**src/rtl/sbm_pkg.sv**
```systemverilog
package sbm_pkg;
   localparam int ADDR_W = 3;

   localparam logic [ADDR_W-1:0] OFS_MODE = 3'd0;
   localparam logic [ADDR_W-1:0] OFS_RXB  = 3'd1;
   localparam logic [ADDR_W-1:0] OFS_TXB  = 3'd2;
   localparam logic [ADDR_W-1:0] OFS_CMD  = 3'd3;
   localparam logic [ADDR_W-1:0] OFS_STAT = 3'd4;
   localparam logic [ADDR_W-1:0] OFS_DIV  = 3'd6;

   localparam int CMD_GO_BIT   = 0;
   localparam int STAT_RDY_BIT = 0;
   localparam int STAT_BSY_BIT = 1;

   // field order matches the bit positions software writes (bit 4 down to bit 0)
   typedef struct packed {
      logic early;    // sample on leading edge
      logic en;       // port enable
      logic lsb;      // least significant bit first
      logic idle_hi;  // clock idle level
      logic loop;     // internal loopback
   } mode_t;

   localparam int MODE_W = $bits(mode_t);

   typedef enum logic [1:0] {
      ST_IDLE,
      ST_RUN,
      ST_FIN,
      ST_HOLD
   } eng_st_t;
endpackage

```
**src/rtl/sbm_regs.sv**
```systemverilog
module sbm_regs
   import sbm_pkg::*;
#(
   parameter int DW    = 8,
   parameter int DIV_W = 8
) (
   input  logic              clk,
   input  logic              rst_n,
   input  logic              bus_sel,
   input  logic              bus_wr,
   input  logic              bus_rd,
   input  logic [ADDR_W-1:0] bus_addr,
   input  logic [DW-1:0]     bus_wdata,
   output logic [DW-1:0]     bus_rdata,
   output mode_t             mode,
   output logic [DW-1:0]     tx_byte,
   output logic [DIV_W-1:0]  cdm,
   output logic              start_go,
   output logic              rx_rdy,
   input  logic              busy,
   input  logic              done,
   input  logic [DW-1:0]     rx_byte
);
   localparam int STAT_W = 2;

   if (DW < MODE_W) begin : g_chk_dw
      $error("sbm_regs: DW must hold the mode field");
   end
   if (DIV_W > DW) begin : g_chk_div
      $error("sbm_regs: DIV_W must not exceed DW");
   end

   logic          wr_mode, wr_txb, wr_div, wr_cmd, rx_rd;
   logic [DW-1:0] rxb_q;

   assign wr_mode  = bus_sel && bus_wr && (bus_addr == OFS_MODE);
   assign wr_txb   = bus_sel && bus_wr && (bus_addr == OFS_TXB);
   assign wr_div   = bus_sel && bus_wr && (bus_addr == OFS_DIV);
   assign wr_cmd   = bus_sel && bus_wr && (bus_addr == OFS_CMD) && bus_wdata[CMD_GO_BIT];
   assign rx_rd    = bus_sel && bus_rd && (bus_addr == OFS_RXB);
   assign start_go = wr_cmd && mode.en && !busy;

   always_ff @(posedge clk) begin
      if (!rst_n) begin
         mode    <= '0;
         tx_byte <= '0;
         cdm     <= '0;
      end else begin
         if (wr_mode) mode    <= mode_t'(bus_wdata[MODE_W-1:0]);
         if (wr_txb)  tx_byte <= bus_wdata;
         if (wr_div)  cdm     <= bus_wdata[DIV_W-1:0];
      end
   end

   always_ff @(posedge clk) begin
      if (!rst_n) begin
         rxb_q  <= '0;
         rx_rdy <= 1'b0;
      end else if (done) begin
         rxb_q  <= rx_byte;
         rx_rdy <= 1'b1;
      end else if (start_go || rx_rd) begin
         rx_rdy <= 1'b0;
      end
   end

   always_comb begin
      bus_rdata = '0;
      unique case (bus_addr)
         OFS_MODE: bus_rdata[MODE_W-1:0] = mode;
         OFS_RXB:  bus_rdata = rxb_q;
         OFS_TXB:  bus_rdata = tx_byte;
         OFS_STAT: begin
            bus_rdata[STAT_BSY_BIT] = busy;
            bus_rdata[STAT_RDY_BIT] = rx_rdy;
         end
         OFS_DIV:  bus_rdata[DIV_W-1:0] = cdm;
         default:  bus_rdata = '0;
      endcase
   end

   AST_RDY_SET_ON_DONE: assert property (@(posedge clk) disable iff (!rst_n)
      done |=> rx_rdy);
   AST_RDY_CLR_ON_READ: assert property (@(posedge clk) disable iff (!rst_n)
      (rx_rd && !done) |=> !rx_rdy);
   AST_STAT_WIDTH: assert property (@(posedge clk) disable iff (!rst_n)
      (bus_addr == OFS_STAT) |-> (bus_rdata[DW-1:STAT_W] == '0));
endmodule

```
**src/rtl/sbm_clkgen.sv**
```systemverilog
module sbm_clkgen #(
   parameter int DIV_W = 8
) (
   input  logic             clk,
   input  logic             rst_n,
   input  logic             run,
   input  logic [DIV_W-1:0] cdm,
   output logic             tick
);
   localparam int CW = DIV_W + 1;

   if (DIV_W < 1 || DIV_W > 16) begin : g_chk_w
      $error("sbm_clkgen: DIV_W out of range");
   end

   logic [CW-1:0] cnt;
   logic [CW-1:0] half_last;

   // half period is 2*(cdm+1) bus clocks, so the last count is 2*cdm+1
   assign half_last = {cdm, 1'b1};
   assign tick      = run && (cnt == half_last);

   always_ff @(posedge clk) begin
      if (!rst_n) begin
         cnt <= '0;
      end else if (!run || tick) begin
         cnt <= '0;
      end else begin
         cnt <= cnt + 1'b1;
      end
   end

   AST_TICK_SPACED: assert property (@(posedge clk) disable iff (!rst_n)
      tick |=> !tick);
endmodule

```
**src/rtl/sbm_shifter.sv**
```systemverilog
module sbm_shifter
   import sbm_pkg::*;
#(
   parameter int DW = 8
) (
   input  logic          clk,
   input  logic          rst_n,
   input  logic          start_go,
   input  logic [DW-1:0] tx_byte,
   input  mode_t         mode,
   input  logic          tick,
   input  logic          miso,
   output logic          busy,
   output logic          run,
   output logic          done,
   output logic [DW-1:0] rx_byte,
   output logic          sck,
   output logic          mosi
);
   localparam int EDGES = 2 * DW;
   localparam int EW    = $clog2(EDGES);

   if (DW < 2) begin : g_chk_dw
      $error("sbm_shifter: DW must be at least 2");
   end

   eng_st_t       st;
   logic [EW-1:0] edge_n;
   logic          ph_q, mosi_q;
   logic [DW-1:0] tx_sh, rx_sh;
   logic [DW-1:0] tx_rev, rx_rev, tx_ord;
   mode_t         ml;
   logic          lead_e, trail_e, shift_e, samp_e, sin, last_e;

   for (genvar gi = 0; gi < DW; gi++) begin : g_rev
      assign tx_rev[gi] = tx_byte[DW-1-gi];
      assign rx_rev[gi] = rx_sh[DW-1-gi];
   end

   assign tx_ord  = mode.lsb ? tx_rev : tx_byte;
   assign lead_e  = tick && !ph_q;
   assign trail_e = tick &&  ph_q;
   assign shift_e = ml.early ? trail_e : lead_e;
   assign samp_e  = ml.early ? lead_e  : trail_e;
   assign sin     = ml.loop ? mosi_q : miso;
   assign last_e  = (edge_n == EW'(EDGES - 1));

   always_ff @(posedge clk) begin
      if (!rst_n) begin
         st     <= ST_IDLE;
         edge_n <= '0;
         ph_q   <= 1'b0;
         mosi_q <= 1'b0;
         tx_sh  <= '0;
         rx_sh  <= '0;
         ml     <= '0;
      end else begin
         unique case (st)
            ST_IDLE: begin
               if (start_go) begin
                  st     <= ST_RUN;
                  edge_n <= '0;
                  ph_q   <= 1'b0;
                  ml     <= mode;
                  rx_sh  <= '0;
                  if (mode.early) begin
                     mosi_q <= tx_ord[DW-1];
                     tx_sh  <= tx_ord << 1;
                  end else begin
                     tx_sh  <= tx_ord;
                  end
               end
            end
            ST_RUN: begin
               if (tick) begin
                  ph_q   <= !ph_q;
                  edge_n <= edge_n + 1'b1;
                  if (shift_e) begin
                     mosi_q <= tx_sh[DW-1];
                     tx_sh  <= tx_sh << 1;
                  end
                  if (samp_e) begin
                     rx_sh <= {rx_sh[DW-2:0], sin};
                  end
                  if (last_e) begin
                     st <= ST_FIN;
                  end
               end
            end
            ST_FIN:  st <= ST_HOLD;
            default: st <= ST_IDLE;
         endcase
      end
   end

   assign busy    = (st != ST_IDLE);
   assign run     = (st == ST_RUN);
   assign done    = (st == ST_FIN);
   assign rx_byte = ml.lsb ? rx_rev : rx_sh;
   assign sck     = (busy ? ml.idle_hi : mode.idle_hi) ^ ph_q;
   assign mosi    = mosi_q;

   AST_IDLE_PHASE: assert property (@(posedge clk) disable iff (!rst_n)
      (st == ST_IDLE) |-> !ph_q);
   AST_MOSI_HELD: assert property (@(posedge clk) disable iff (!rst_n)
      (run && samp_e) |=> $stable(mosi));
   AST_RUN_NO_DONE: assert property (@(posedge clk) disable iff (!rst_n)
      run |-> !done);
endmodule

```
**src/rtl/spi_byte_master.sv**
```systemverilog
module spi_byte_master
   import sbm_pkg::*;
#(
   parameter int DW    = 8,
   parameter int DIV_W = 8
) (
   input  logic              clk,
   input  logic              rst_n,
   input  logic              bus_sel,
   input  logic              bus_wr,
   input  logic              bus_rd,
   input  logic [ADDR_W-1:0] bus_addr,
   input  logic [DW-1:0]     bus_wdata,
   output logic [DW-1:0]     bus_rdata,
   output logic              irq,
   output logic              sck,
   output logic              mosi,
   input  logic              miso
);
   mode_t            mode;
   logic [DW-1:0]    tx_byte, rx_byte;
   logic [DIV_W-1:0] cdm;
   logic             start_go, rx_rdy, busy, run, done, tick;

   sbm_regs #(.DW(DW), .DIV_W(DIV_W)) regs_i (
      .clk       (clk),
      .rst_n     (rst_n),
      .bus_sel   (bus_sel),
      .bus_wr    (bus_wr),
      .bus_rd    (bus_rd),
      .bus_addr  (bus_addr),
      .bus_wdata (bus_wdata),
      .bus_rdata (bus_rdata),
      .mode      (mode),
      .tx_byte   (tx_byte),
      .cdm       (cdm),
      .start_go  (start_go),
      .rx_rdy    (rx_rdy),
      .busy      (busy),
      .done      (done),
      .rx_byte   (rx_byte)
   );

   sbm_clkgen #(.DIV_W(DIV_W)) clkgen_i (
      .clk   (clk),
      .rst_n (rst_n),
      .run   (run),
      .cdm   (cdm),
      .tick  (tick)
   );

   sbm_shifter #(.DW(DW)) shifter_i (
      .clk      (clk),
      .rst_n    (rst_n),
      .start_go (start_go),
      .tx_byte  (tx_byte),
      .mode     (mode),
      .tick     (tick),
      .miso     (miso),
      .busy     (busy),
      .run      (run),
      .done     (done),
      .rx_byte  (rx_byte),
      .sck      (sck),
      .mosi     (mosi)
   );

   assign irq = rx_rdy;

   AST_EN_AT_START: assert property (@(posedge clk) disable iff (!rst_n)
      $rose(busy) |-> $past(mode.en));
   AST_IRQ_WHILE_BUSY: assert property (@(posedge clk) disable iff (!rst_n)
      $rose(irq) |-> busy);
   AST_BUSY_DROPS: assert property (@(posedge clk) disable iff (!rst_n)
      $rose(irq) |=> !busy);
endmodule

```
**config.mk**
```make
export PLATFORM = sky130hd
export DESIGN_NAME = spi_byte_master
export DESIGN_NICKNAME = d
export VERILOG_FILES = /design/src/rtl/sbm_pkg.sv /design/src/rtl/sbm_regs.sv /design/src/rtl/sbm_clkgen.sv /design/src/rtl/sbm_shifter.sv /design/src/rtl/spi_byte_master.sv
export SDC_FILE = /design/constraint.sdc
export NUM_CORES = 1
export LEC_CHECK = 0
export BUFFER_PORTS_ARGS = -buffer_cell sky130_fd_sc_hd__buf_2
export CAP_MARGIN = 15
export CORE_MARGIN = 5
export CORE_UTILIZATION = 60
export CTS_CLUSTER_SIZE = 30
export DETAILED_ROUTE_END_ITERATION = 7
export GPL_ROUTABILITY_DRIVEN = 0
export GPL_TIMING_DRIVEN = 0
export HOLD_SLACK_MARGIN = 0.03
export PLACE_DENSITY = 0.8
export SLEW_MARGIN = 25
export SYNTH_ARGS = -nofsm -noshare
export SYNTH_HDL_FRONTEND = slang
export SYNTH_SLANG_ARGS = --single-unit
export TNS_END_PERCENT = 5
```
**constraint.sdc**
```tcl
create_clock -name clk -period 4.2 [get_ports clk]
set_input_delay 0.42 -clock clk [delete_from_list [all_inputs] [get_ports clk]]
set_output_delay 0.42 -clock clk [all_outputs]
set_load 0.01 [all_outputs]
```
**Word-level counts from Yosys, hierarchy flattened**

Cells that the tools add are included.

- Flip-flop bits (word level): 67
- Input port bits: 17
- Output and inout bits: 11
- Word-level logic and storage cells: 104

- $add $sub $neg: 2
- Eq/ne operators: 15
- Muxes and demuxes: 35
- Bitwise operators: 2
- Reduce and logical (&&, ||, !) cells: 30

Operators with widths:

| cell | number |
|---|---|
| $mux 8 | 9 |
| $pmux 8 s2 | 2 |
| $logic_and 1x1->1 | 13 |
| $mux 1 | 12 |
| $pmux 3 s4 | 1 |
| $pmux 2 s5 | 1 |
| $add 9x1->9 const B | 1 |
| $eq 9x9->1 | 1 |
| $pmux 3 s3 | 1 |
| $mux 4 | 2 |
| $pmux 4 s2 | 1 |
| $reduce_and 4->1 | 2 |
| $eq 3x2->1 const B | 2 |
| $eq 3x3->1 const B | 2 |
| $mux 2 | 3 |
| $ne 2x1->1 const B | 3 |
| $ne 2x2->1 const B | 3 |
| $pmux 2 s3 | 1 |
| $reduce_and 3->1 | 2 |
| $reduce_bool 2->1 | 3 |
| $reduce_and 5->1 | 1 |
| $add 4x1->4 const B | 1 |
| $eq 4x4->1 const B | 1 |
| $pmux 1 s2 | 2 |
| 11 further kinds | 14 |

**Depth between registers and ports, before layout**

Gate-level depths: netlist of the first run.

- Depth in word-level cells: 8
- Gate-level depth with buffers: 9
- Gate-level depth less buffers: 7

**Cells and area by module**

From an unflattened synthesis of the first run, not the netlist that was laid out.

- Cells, all modules: 407
- Area, all modules: 3648.5 um^2

Modules (own cells, without submodules):

| module | times used | cells each | area an instance (um^2) | seq. area each (um^2) |
|---|---|---|---|---|
| sbm_shifter | 1 | 189 | 1720.4 | 560.5 |
| sbm_regs | 1 | 165 | 1462.7 | 600.6 |
| sbm_clkgen | 1 | 53 | 465.4 | 180.2 |

**Least setup slack after synthesis of the first run**

OpenSTA, ideal clock, no wires.

- Path type: input -> output
- Start point: input port bus_addr[2]
- End point: output port bus_rdata[2]
- Data arrival time: 1.499 ns
- Data required time: 3.780 ns
- Setup slack: 2.281 ns
- Stages: 4
- Path buffers: 2
- Path through: clkbuf_1 > buf_1 > a31oi_1 > o21ai_0

- Cells in the longest elaborated chain, start to end: 2
- Elaborated cells between the ends (all ways): 5
- Classes of those cells: eq/ne: 3; mux: 1; reduce/logical: 1

Ends and longest elaborated chain:

| element | RTL line | text |
|---|---|---|
| start, declared | spi_byte_master.sv:12 | `input logic [ADDR_W-1:0] bus_addr,` |
| $eq 3x3->1 (tied with other cells) | sbm_regs.sv:69 | `unique case (bus_addr)` |
| $pmux 3 s4 (*) | sbm_regs.sv:69 |  |
| end, declared | spi_byte_master.sv:14 | `output logic [DW-1:0] bus_rdata,` |

Every way passes the cells marked *; elsewhere a longest branch is shown, timed or not.

**Worst setup path in the final report of the first run**

- Start point: register shifter_i.st[0]
- End point: output port bus_rdata[1]

- Cells in the longest elaborated chain, start to end: 2

Ends and longest elaborated chain:

| element | RTL line | text |
|---|---|---|
| start, declared | sbm_shifter.sv:27 | `eng_st_t st;` |
| start signal, assigned | sbm_shifter.sv:50 | `st <= ST_IDLE;` |
| start signal, assigned | sbm_shifter.sv:61 | `st <= ST_RUN;` |
| start signal, assigned | sbm_shifter.sv:86 | `st <= ST_FIN;` |
| $reduce_bool 2->1 | sbm_shifter.sv:96 | `assign busy = (st != ST_IDLE);` |
| $pmux 2 s5 | sbm_regs.sv:69 |  |

No other way between the ends.

==> results.json, run 1 <==
{
  "hold_buffers": 0,
  "path_max_fanout": 10,
  "ctsLongestPathBuffers": 2,
  "syn_area_per_cell_um2": 9.26,
  "startpoint": "shifter_i.st[0]",
  "synthAdderAreaFrac": 0.0179,
  "maxSlewViolCount": 0,
  "port-buffer-count": 25,
  "finClkSkew_ns": 0.00729,
  "synth_area_um2": 3500,
  "worstPathArrival_ns": 1.94,
  "swShare": 0.302,
  "hp-class": "in2reg",
  "min_from": "bus_wdata[7]",
  "pre_cts_ws_ns": 2.01,
  "dp_hpwl_um": 6270,
  "synthMuxAreaShare": 0.179,
  "drc": 0,
  "fmax_mhz": 424,
  "avgRoutedWirePerCell_um": 17.7,
  "status": "complete, no violations",
  "io_pins": 28,
  "vias": 3047,
  "die_h_um": 86.4,
  "stdcell_area_um2": 3900,
  "pwr-share-clk": 0.364,
  "period_share": 0.562,
  "timing.final.crit_period_ns": 2.36,
  "drt_iter0_markers": 222,
  "core-area_um2": 5570,
  "cap_violations": 0,
  "synth_edf_count": 0,
  "final.setup.tns_ns": 0,
  "worst_slew_pin_slew_ns": 0.719,
  "reg2reg_to": "shifter_i.rx_sh[4]",
  "fp-row-count": 27,
  "synth_nets": 400,
  "ys_seq_area_frac": 0.383,
  "nFillCells": 436,
  "crit_path_start_kind": "register",
  "antenna_found_initial": 0,
  "track_usage": 0.241,
  "worst_slack_ns": 1.84,
  "vdd_drop_max_v": 0.000320,
  "async_reset_ff_frac": 0,
  "endpoint": "bus_rdata[1]",
  "ff2ff_setup_slack_ns": 2.03,
  "syn_inst": 378,
  "p_leak_nw": 1.49,
  "root_buffer": "clkbuf_8",
  "start_util": 0.628,
  "critPathKind": "reg2out",
  "setup_viol": 0,
  "cp.required_ns": 3.78,
  "fin_nets": 436,
  "worstSkewPairLatency_ns": 0.34,
  "synthDistinctLibCells": 52,
  "yosysWarnings": 0,
  "grt_pass1_wl_um": 14000,
  "die-width_um": 86.4,
  "power.density_nw_per_um2": 370,
  "hold_violations": 0,
  "synth-xor-area-share": 0.0493,
  "comb_power_share": 0.182,
  "synth_compound_area_frac": 0.158,
  "dpl_cell_area_um2": 3710,
  "cts_tree": "yes",
  "grt_max_degree": 11,
  "p_switching_mw": 0.436,
  "cts_setup_buffers": 0,
  "viasPerCell": 6.21,
  "yosys.area_share.simple": 0.169,
  "synth_top_family_by_area": "multiplexers",
  "r2r-start": "shifter_i.st[1]",
  "slew_headroom": 0.514,
  "drive_above_1_share": 0.146,
  "grt_setup_unrepaired": "no",
  "synth_flop_cell": "dfxtp_1",
  "ys_ff_latch": 67,
  "first_global_vias": 2785,
  "numClockSinks": 67,
  "cts_made_buffers": 9,
  "p_int_mw": 1.01,
  "h-tree-depth": 3,
  "route.antenna.remaining_nets": 0,
  "drt-total-wl_um": 8710,
  "n_antenna_cell": 0,
  "dieArea_um2": 7460,
  "finish.utilization": 0.700,
  "drt-pass1-iter-count": 5,
  "area_delta_synth_final_pct": 11.5,
  "seqPwrFrac": 0.454,
  "reg2reg_depth": 7,
  "end_kind": "primary output",
  "grt.overflow.total": 0,
  "cts.clk_slew.worst_paths_ns": 0.07,
  "cts_resized": 0
}
## worst max-delay path, cell delays in order (launching register included)
cell and delay (ns):
dfxtp_1 0.36, inv_1 0.07, ha_1 0.19, clkbuf_1 0.24, a211oi_1 0.30, a31oi_1 0.08
o22ai_1 0.19, buf_2 0.16
## layout make-up
type / count / area, um2 / area share
multi-input combinational: 277 / 2010 / 0.515
tap: 72 / 90.1 / 0.0231
clock inverter: 2 / 35.0 / 0.00898
buffer: 26 / 120 / 0.0308
sequential: 67 / 1340 / 0.344
clock buffer: 14 / 153 / 0.0391
inverter: 8 / 30.0 / 0.00769
timing repair buffer: 25 / 125 / 0.0321
## power groups by stage
| stage | Clock (mW) | Sequential (mW) | Combinational [mW] |
|---|---|---|---|
| finish | 0.525 | 0.656 | 0.262 |
| global route | 0.560 | 0.657 | 0.282 |
| global placement | 0 | 0.669 | 0.249 |
| floorplan | 0 | 0.666 | 0.183 |
| detailed placement | 0 | 0.670 | 0.253 |
| CTS | 0.527 | 0.655 | 0.256 |
## flip-flops by register name, summed over array words and instances (netlist names)
register,cells
clkgen_i.cnt,9
regs_i.cdm,8
regs_i.mode,5
regs_i.rx_rdy,1
regs_i.rxb_q,8
regs_i.tx_byte,8
shifter_i.edge_n,4
shifter_i.ml,4
shifter_i.mosi,1
shifter_i.ph_q,1
shifter_i.rx_sh,8
shifter_i.st,2
shifter_i.tx_sh,8
## stage by stage
step,cells,power [mW],hold WS (ns)
2_1_floorplan,378,0.849,0.450
3_3_place_gp,475,0.919,0.463
6_report,491,1.44,0.320
4_1_cts,491,1.44,0.324
3_5_place_dp,475,0.923,0.469
5_1_grt,491,1.50,0.319
## Yosys cell counts, types with 3 or more instances
cell type / number / area share
a211oi_1: 10 / 0.021
a21oi_1: 23 / 0.033
a31oi_1: 3 / 0.0054
and3_1: 3 / 0.0054
buf_2: 6 / 0.0086
clkbuf_1: 17 / 0.018
dfxtp_1: 67 / 0.38
ha_1: 5 / 0.018
inv_1: 6 / 0.0064
mux2i_1: 48 / 0.14
mux4_2: 6 / 0.039
nand2_1: 13 / 0.014
nand2b_1: 8 / 0.014
nand3_1: 9 / 0.013
nand4_1: 14 / 0.025
nor2_1: 49 / 0.053
o2111ai_1: 7 / 0.018
o21ai_0: 21 / 0.030
o21ai_1: 3 / 0.0043
o31ai_1: 3 / 0.0064
or3_1: 3 / 0.0054
xnor2_1: 6 / 0.015
xor2_1: 10 / 0.025
## worst min path at each step
stage | end | slack [ns] | cells past startpoint
detailed placement | shifter_i.tx_sh[5] | 0.47 | 2
global route | regs_i.cdm[7] | 0.32 | 3
CTS | regs_i.cdm[7] | 0.32 | 3
floorplan | shifter_i.tx_sh[1] | 0.45 | 2
global placement | shifter_i.tx_sh[2] | 0.46 | 2
finish | regs_i.cdm[7] | 0.32 | 3
## layer usage
layer	GRT usage	share of wire
met5	0	0
met3	0.0523	0.076
met2	0.389	0.46
met1	0.318	0.44
met4	0.0822	0.020
## logic make-up after synthesis
logic type	after synthesis
buffers and inverters	34
adder cells (fa/ha/maj)	5
AND/OR/NAND/NOR	115
AO/OA/AOI/OAI	84
multiplexers	55
XOR/XNOR	18
flip-flops	67
## placed cells by master (no fill, tap or decap), types with 8 or more instances in the layout
cell and count:
a211oi_1 10, a21oi_1 23, buf_2 31, clkbuf_1 21, clkbuf_8 10, dfxtp_1 67
mux2i_1 48, nand2_1 13, nand2b_1 8, nand3_1 9, nand4_1 14, nor2_1 49
o21ai_0 21, xor2_1 10
Power figures use the tool's default switching activity.
==> run 2, diff against run 1 <==
Clock period 4.2 ns to 2.3 ns, I/O delays scaled along.
==> run 2 against run 1 <==
Against the previous run: critical endpoint unchanged; clock-buffer cell count did not move; hold slack got worse by 0.19 ns; non-clock buffer count did not move; highest routed layer unchanged; setup slack got worse by 1.6 ns; largest power group unchanged; global-route usage did not move.
==> results.json, run 2 (same netlist as run 1, synthesis figures left out) <==
{
  "status": "complete, no violations",
  "ctsLongestPathBuffers": 2,
  "end_kind": "primary output",
  "worstSkewPairLatency_ns": 0.34,
  "finish.utilization": 0.702,
  "maxSlewViolCount": 0,
  "largest_reg_flops": 9,
  "core-area_um2": 5570,
  "cts.clk_slew.worst_paths_ns": 0.07,
  "drt-pass1-iter-count": 5,
  "cts_tree": "yes",
  "hold_violations": 0,
  "h-tree-depth": 3,
  "ff2ff_setup_slack_ns": 0.31,
  "critPathKind": "reg2out",
  "fp-row-count": 27,
  "mostFrequentLayoutCell": "dfxtp_1",
  "root_buffer": "clkbuf_8",
  "start_util": 0.628,
  "seqPwrFrac": 0.453,
  "power.density_nw_per_um2": 677,
  "cp.required_ns": 2.07,
  "largest_register": "clkgen_i.cnt",
  "n_antenna_cell": 0,
  "drt-total-wl_um": 8740,
  "grt_setup_unrepaired": "no",
  "crit_buf_inv": 3,
  "vias": 3049,
  "comb_power_share": 0.183,
  "holdPathEnd": "regs_i.cdm[7]",
  "min_from": "bus_wdata[7]",
  "avgRoutedWirePerCell_um": 17.8,
  "viasPerCell": 6.21,
  "hold_depth": 3,
  "die_h_um": 86.4,
  "pwr-share-clk": 0.364,
  "dp_hpwl_um": 6270,
  "timing.final.crit_period_ns": 2.11,
  "vdd_drop_max_v": 0.000587,
  "final_cell_mix": "dfxtp_1 (67), nor2_1 (49), mux2i_1 (48)",
  "cap_violations": 0,
  "final.setup.tns_ns": 0,
  "port-buffer-count": 25,
  "numClockSinks": 67,
  "drive_above_1_share": 0.150,
  "antenna_found_initial": 0,
  "p_leak_nw": 1.50,
  "first_global_vias": 2785,
  "nFillCells": 434,
  "grt_max_degree": 11,
  "critPathTopFamily": "compound AO/OA/AOI/OAI gates",
  "cp_cell_sequence": "inv_1, ha_1, clkbuf_2, a211oi_1, a31oi_1, o22ai_1, buf_2",
  "grt_pass1_wl_um": 14000,
  "p_int_mw": 1.84,
  "period_share": 0.917,
  "cts_setup_buffers": 0,
  "area_delta_synth_final_pct": 11.8,
  "track_usage": 0.241,
  "setup_viol": 0,
  "swShare": 0.303,
  "cts_made_buffers": 9,
  "r2r-start": "regs_i.cdm[5]",
  "route.antenna.remaining_nets": 0,
  "hp-class": "in2reg",
  "path_max_fanout": 10,
  "finClkSkew_ns": 0.00850,
  "io_pins": 28,
  "drt_iter0_markers": 218,
  "crit_slowest_cell": "dfxtp_1",
  "slew_headroom": 0.546,
  "p_switching_mw": 0.802,
  "reg2reg_depth": 6,
  "dieArea_um2": 7460,
  "reg2reg_to": "shifter_i.tx_sh[2]",
  "hold_buffers": 0,
  "max_stage_delay_ns": 0.36,
  "fin_nets": 436,
  "fmax_mhz": 474,
  "crit_path_start_kind": "register",
  "grt.overflow.total": 0,
  "drc": 0,
  "worst_slew_pin_slew_ns": 0.681,
  "cts_resized": 0,
  "worstPathArrival_ns": 1.88,
  "die-width_um": 86.4
}
-- run 2: cell counts in the layout (fill, tap and decap cells not counted) --
No cell type changed its count.
-- run 2: how the worst max path moves through the flow --
stage / start / to / slack, ns / depth (start not counted)
finish: shifter_i.st[0] / bus_rdata[1] / 0.19 / 7
global route: shifter_i.st[0] / bus_rdata[1] / 0.11 / 7
CTS: shifter_i.st[0] / bus_rdata[1] / 0.15 / 7
detailed placement: shifter_i.st[0] / shifter_i.tx_sh[5] / 0.18 / 9
global placement: shifter_i.st[1] / shifter_i.mosi / 0.17 / 9
floorplan: shifter_i.st[1] / shifter_i.mosi / 0.46 / 9
-- run 2: routing by layer --
layer | track usage | part of all wire | wire length [um]
met2 | 0.389 | 0.46 | 4050
met3 | 0.0523 | 0.079 | 688
met4 | 0.0822 | 0.025 | 218
met1 | 0.318 | 0.43 | 3780
met5 | 0 | 0 | 0
-- run 2: final cells by class --
| type | instances | area (um2) | share of cell area |
|---|---|---|---|
| clock inverters | 2 | 35.0 | 0.00896 |
| repair buffers | 25 | 125 | 0.0320 |
| multi-input cells | 277 | 2020 | 0.515 |
| flip-flops and latches | 67 | 1340 | 0.343 |
| inverters | 8 | 30.0 | 0.00768 |
| plain buffers | 26 | 121 | 0.0310 |
| well taps | 72 | 90.1 | 0.0230 |
| clock buffers | 14 | 153 | 0.0390 |
-- run 2: power groups by stage --
stage / clock, mW / sequential [mW] / combinational (mW)
after floorplan: 0 / 1.22 / 0.335
after global placement: 0 / 1.22 / 0.456
after detailed placement: 0 / 1.22 / 0.463
after CTS: 0.962 / 1.20 / 0.467
after global routing: 1.02 / 1.20 / 0.525
final: 0.963 / 1.20 / 0.485
-- run 2: worst reg2reg max path, cell delays in order (launching register included) --
cell and delay [ns]:
dfxtp_1 0.35, xor2_1 0.18, nand4bb_1 0.21, buf_6 0.16, o41ai_4 0.62, o2111ai_1 0.21
a21oi_1 0.17
-- run 2: metrics by stage --
stage	cell area, um2	setup slack [ns]	total power, mW	hold slack, ns	cells
final	3910	0.191	2.65	0.130	491
after global routing	3910	0.110	2.75	0.129	491
after CTS	3900	0.152	2.63	0.134	491
after detailed placement	3710	0.177	1.69	0.469	475
after global placement	3710	0.173	1.68	0.463	475
after floorplan	3500	0.464	1.55	0.369	378
==> run 3, diff against run 2 <==
==> constraint.sdc (replaced) <==
create_clock -name clk -period 2.3 [get_ports clk]
set_input_delay 0 -clock clk [delete_from_list [all_inputs] [get_ports clk]]
set_output_delay 0 -clock clk [all_outputs]
set_load 0.01 [all_outputs]
==> run 3 against run 2 <==
Against the previous run: non-clock buffer count rose by 8; first-iteration DRC count shrank 1.4%; sequential power about the same; fmax increased by 5.2%; via count increased by 2.4%; clock-buffer cell count is the same; setup slack gained 0.11 ns; global-route usage up 0.31 points; die area unchanged; hold slack got worse by 0.099 ns; critical endpoint is now shifter_i.ph_q.
==> results.json, run 3 (same netlist as run 1, synthesis figures left out) <==
{
  "hp-class": "in2reg",
  "root_buffer": "clkbuf_8",
  "cts_setup_buffers": 0,
  "vdd_drop_max_v": 0.000594,
  "worst_slew_pin_slew_ns": 0.667,
  "drt-total-wl_um": 8810,
  "cts.clk_slew.worst_paths_ns": 0.07,
  "route.antenna.remaining_nets": 0,
  "nFillCells": 406,
  "crit_buf_inv": 2,
  "antenna_found_initial": 0,
  "finClkSkew_ns": 0.00773,
  "hold_depth": 4,
  "max_stage_delay_ns": 0.41,
  "numClockSinks": 67,
  "p_leak_nw": 1.53,
  "worstSkewPairLatency_ns": 0.34,
  "ctsLongestPathBuffers": 2,
  "largest_reg_flops": 9,
  "crit_path_start_kind": "register",
  "drive_above_1_share": 0.148,
  "drc": 0,
  "fin_nets": 444,
  "core-area_um2": 5570,
  "grt.overflow.total": 0,
  "hold_violations": 0,
  "cp.required_ns": 2.55,
  "cap_violations": 0,
  "first_global_vias": 2819,
  "ff_latch_area_um2": 1340,
  "grt_max_degree": 11,
  "start_util": 0.628,
  "worst_slack_ns": 0.296,
  "h-tree-depth": 3,
  "grt_setup_unrepaired": "no",
  "p_switching_mw": 0.794,
  "slew_headroom": 0.555,
  "die-width_um": 86.4,
  "swShare": 0.300,
  "pwr-share-clk": 0.360,
  "vias": 3122,
  "grt_pass1_wl_um": 14200,
  "finalPower_mw": 2.65,
  "cts_made_buffers": 9,
  "path_max_fanout": 10,
  "fp-row-count": 27,
  "dp_hpwl_um": 6270,
  "largest_register": "clkgen_i.cnt",
  "dieArea_um2": 7460,
  "ff2ff_setup_slack_ns": 0.30,
  "track_usage": 0.244,
  "end_kind": "register",
  "fmax_mhz": 499,
  "drt_iter0_markers": 215,
  "viasPerCell": 6.26,
  "comb_power_share": 0.187,
  "setup_viol": 0,
  "fin_hold_ws_ns": 0.0312,
  "maxSlewViolCount": 0,
  "status": "complete, no violations",
  "multi_input_area_um2": 2020,
  "io_pins": 28,
  "cp.depth": 7,
  "port-buffer-count": 25,
  "period_share": 0.871,
  "area_delta_synth_final_pct": 14.1,
  "p_int_mw": 1.85,
  "timing.final.crit_period_ns": 2.00,
  "mostFrequentLayoutCell": "dfxtp_1",
  "final.setup.tns_ns": 0,
  "power.density_nw_per_um2": 663,
  "final_cell_mix": "dfxtp_1 (67), nor2_1 (49), mux2i_1 (48)",
  "critPathKind": "reg2reg",
  "avgRoutedWirePerCell_um": 17.7,
  "crit_slowest_cell": "clkbuf_1",
  "n_antenna_cell": 0,
  "seqPwrFrac": 0.452,
  "stdcell_area_um2": 3990,
  "reg2reg_depth": 7,
  "cp_cell_sequence": "inv_1, ha_1, clkbuf_1, nor2b_1, a41oi_1, nor2_1, a211oi_1",
  "die_h_um": 86.4,
  "dpl_cell_area_um2": 3710,
  "critPathTopFamily": "compound AO/OA/AOI/OAI gates",
  "cts_tree": "yes",
  "drt-pass1-iter-count": 5,
  "worstPathArrival_ns": 2.26,
  "pre_cts_ws_ns": 0.177
}
[run 3: cell types whose count changed in the layout (fill, tap and decap cells not counted)]
| cell | change |
|---|---|
| dlygate4sd3_1 | +8 |
[run 3: cell type report]
type | instances | area share
Multi-Input combinational cell | 277 | 0.505
Sequential cell | 67 | 0.336
Timing Repair Buffer | 33 | 0.0514
Clock buffer | 14 | 0.0382
Buffer | 26 | 0.0304
Tap cell | 72 | 0.0226
Clock inverter | 2 | 0.00878
Inverter | 8 | 0.00752
[run 3: path summary, 6_finish.rpt]
kind | startpoint | endpoint
min reg2reg | shifter_i.tx_sh[3] | shifter_i.tx_sh[3]
min | bus_rd | regs_i.rx_rdy
max | shifter_i.st[1] | shifter_i.ph_q
max reg2reg | shifter_i.st[1] | shifter_i.ph_q
[run 3: per-stage QoR]
step,util,std cells
finish,0.716,499
global route,0.716,499
CTS,0.714,499
detailed placement,0.666,475
global placement,0.666,475
floorplan,-,378
[run 3: what timing repair did]
action	in CTS	in global routing
gates resized for setup	0	3
hold buffers	8	0
hold endpoints to repair	21	0
setup endpoints to repair	0	9
[run 3: power groups by stage]
stage / logic, mW / registers, mW / clock network, mW
after floorplan: 0.335 / 1.22 / 0
after global placement: 0.456 / 1.22 / 0
after detailed placement: 0.463 / 1.22 / 0
after CTS: 0.478 / 1.20 / 0.962
after global routing: 0.536 / 1.20 / 1.02
final: 0.496 / 1.20 / 0.953
[run 3: per-layer routing]
| layer | part of all wire | GRT usage | wire length (um) | up-vias |
|---|---|---|---|---|
| li1 | - | - | - | 1471 |
| met1 | 0.43 | 0.320 | 3760 | 1477 |
| met2 | 0.46 | 0.391 | 4050 | 151 |
| met3 | 0.084 | 0.0532 | 738 | 23 |
| met4 | 0.030 | 0.0949 | 265 | 0 |
| met5 | 0 | 0 | 0 | - |
[run 3: worst reg2reg max path, cell delays in order, from the launching register on]
cell and delay (ns):
dfxtp_1 0.31, inv_1 0.09, ha_1 0.18, clkbuf_1 0.41
nor2b_1 0.17, a41oi_1 0.39, nor2_1 0.10, a211oi_1 0.25
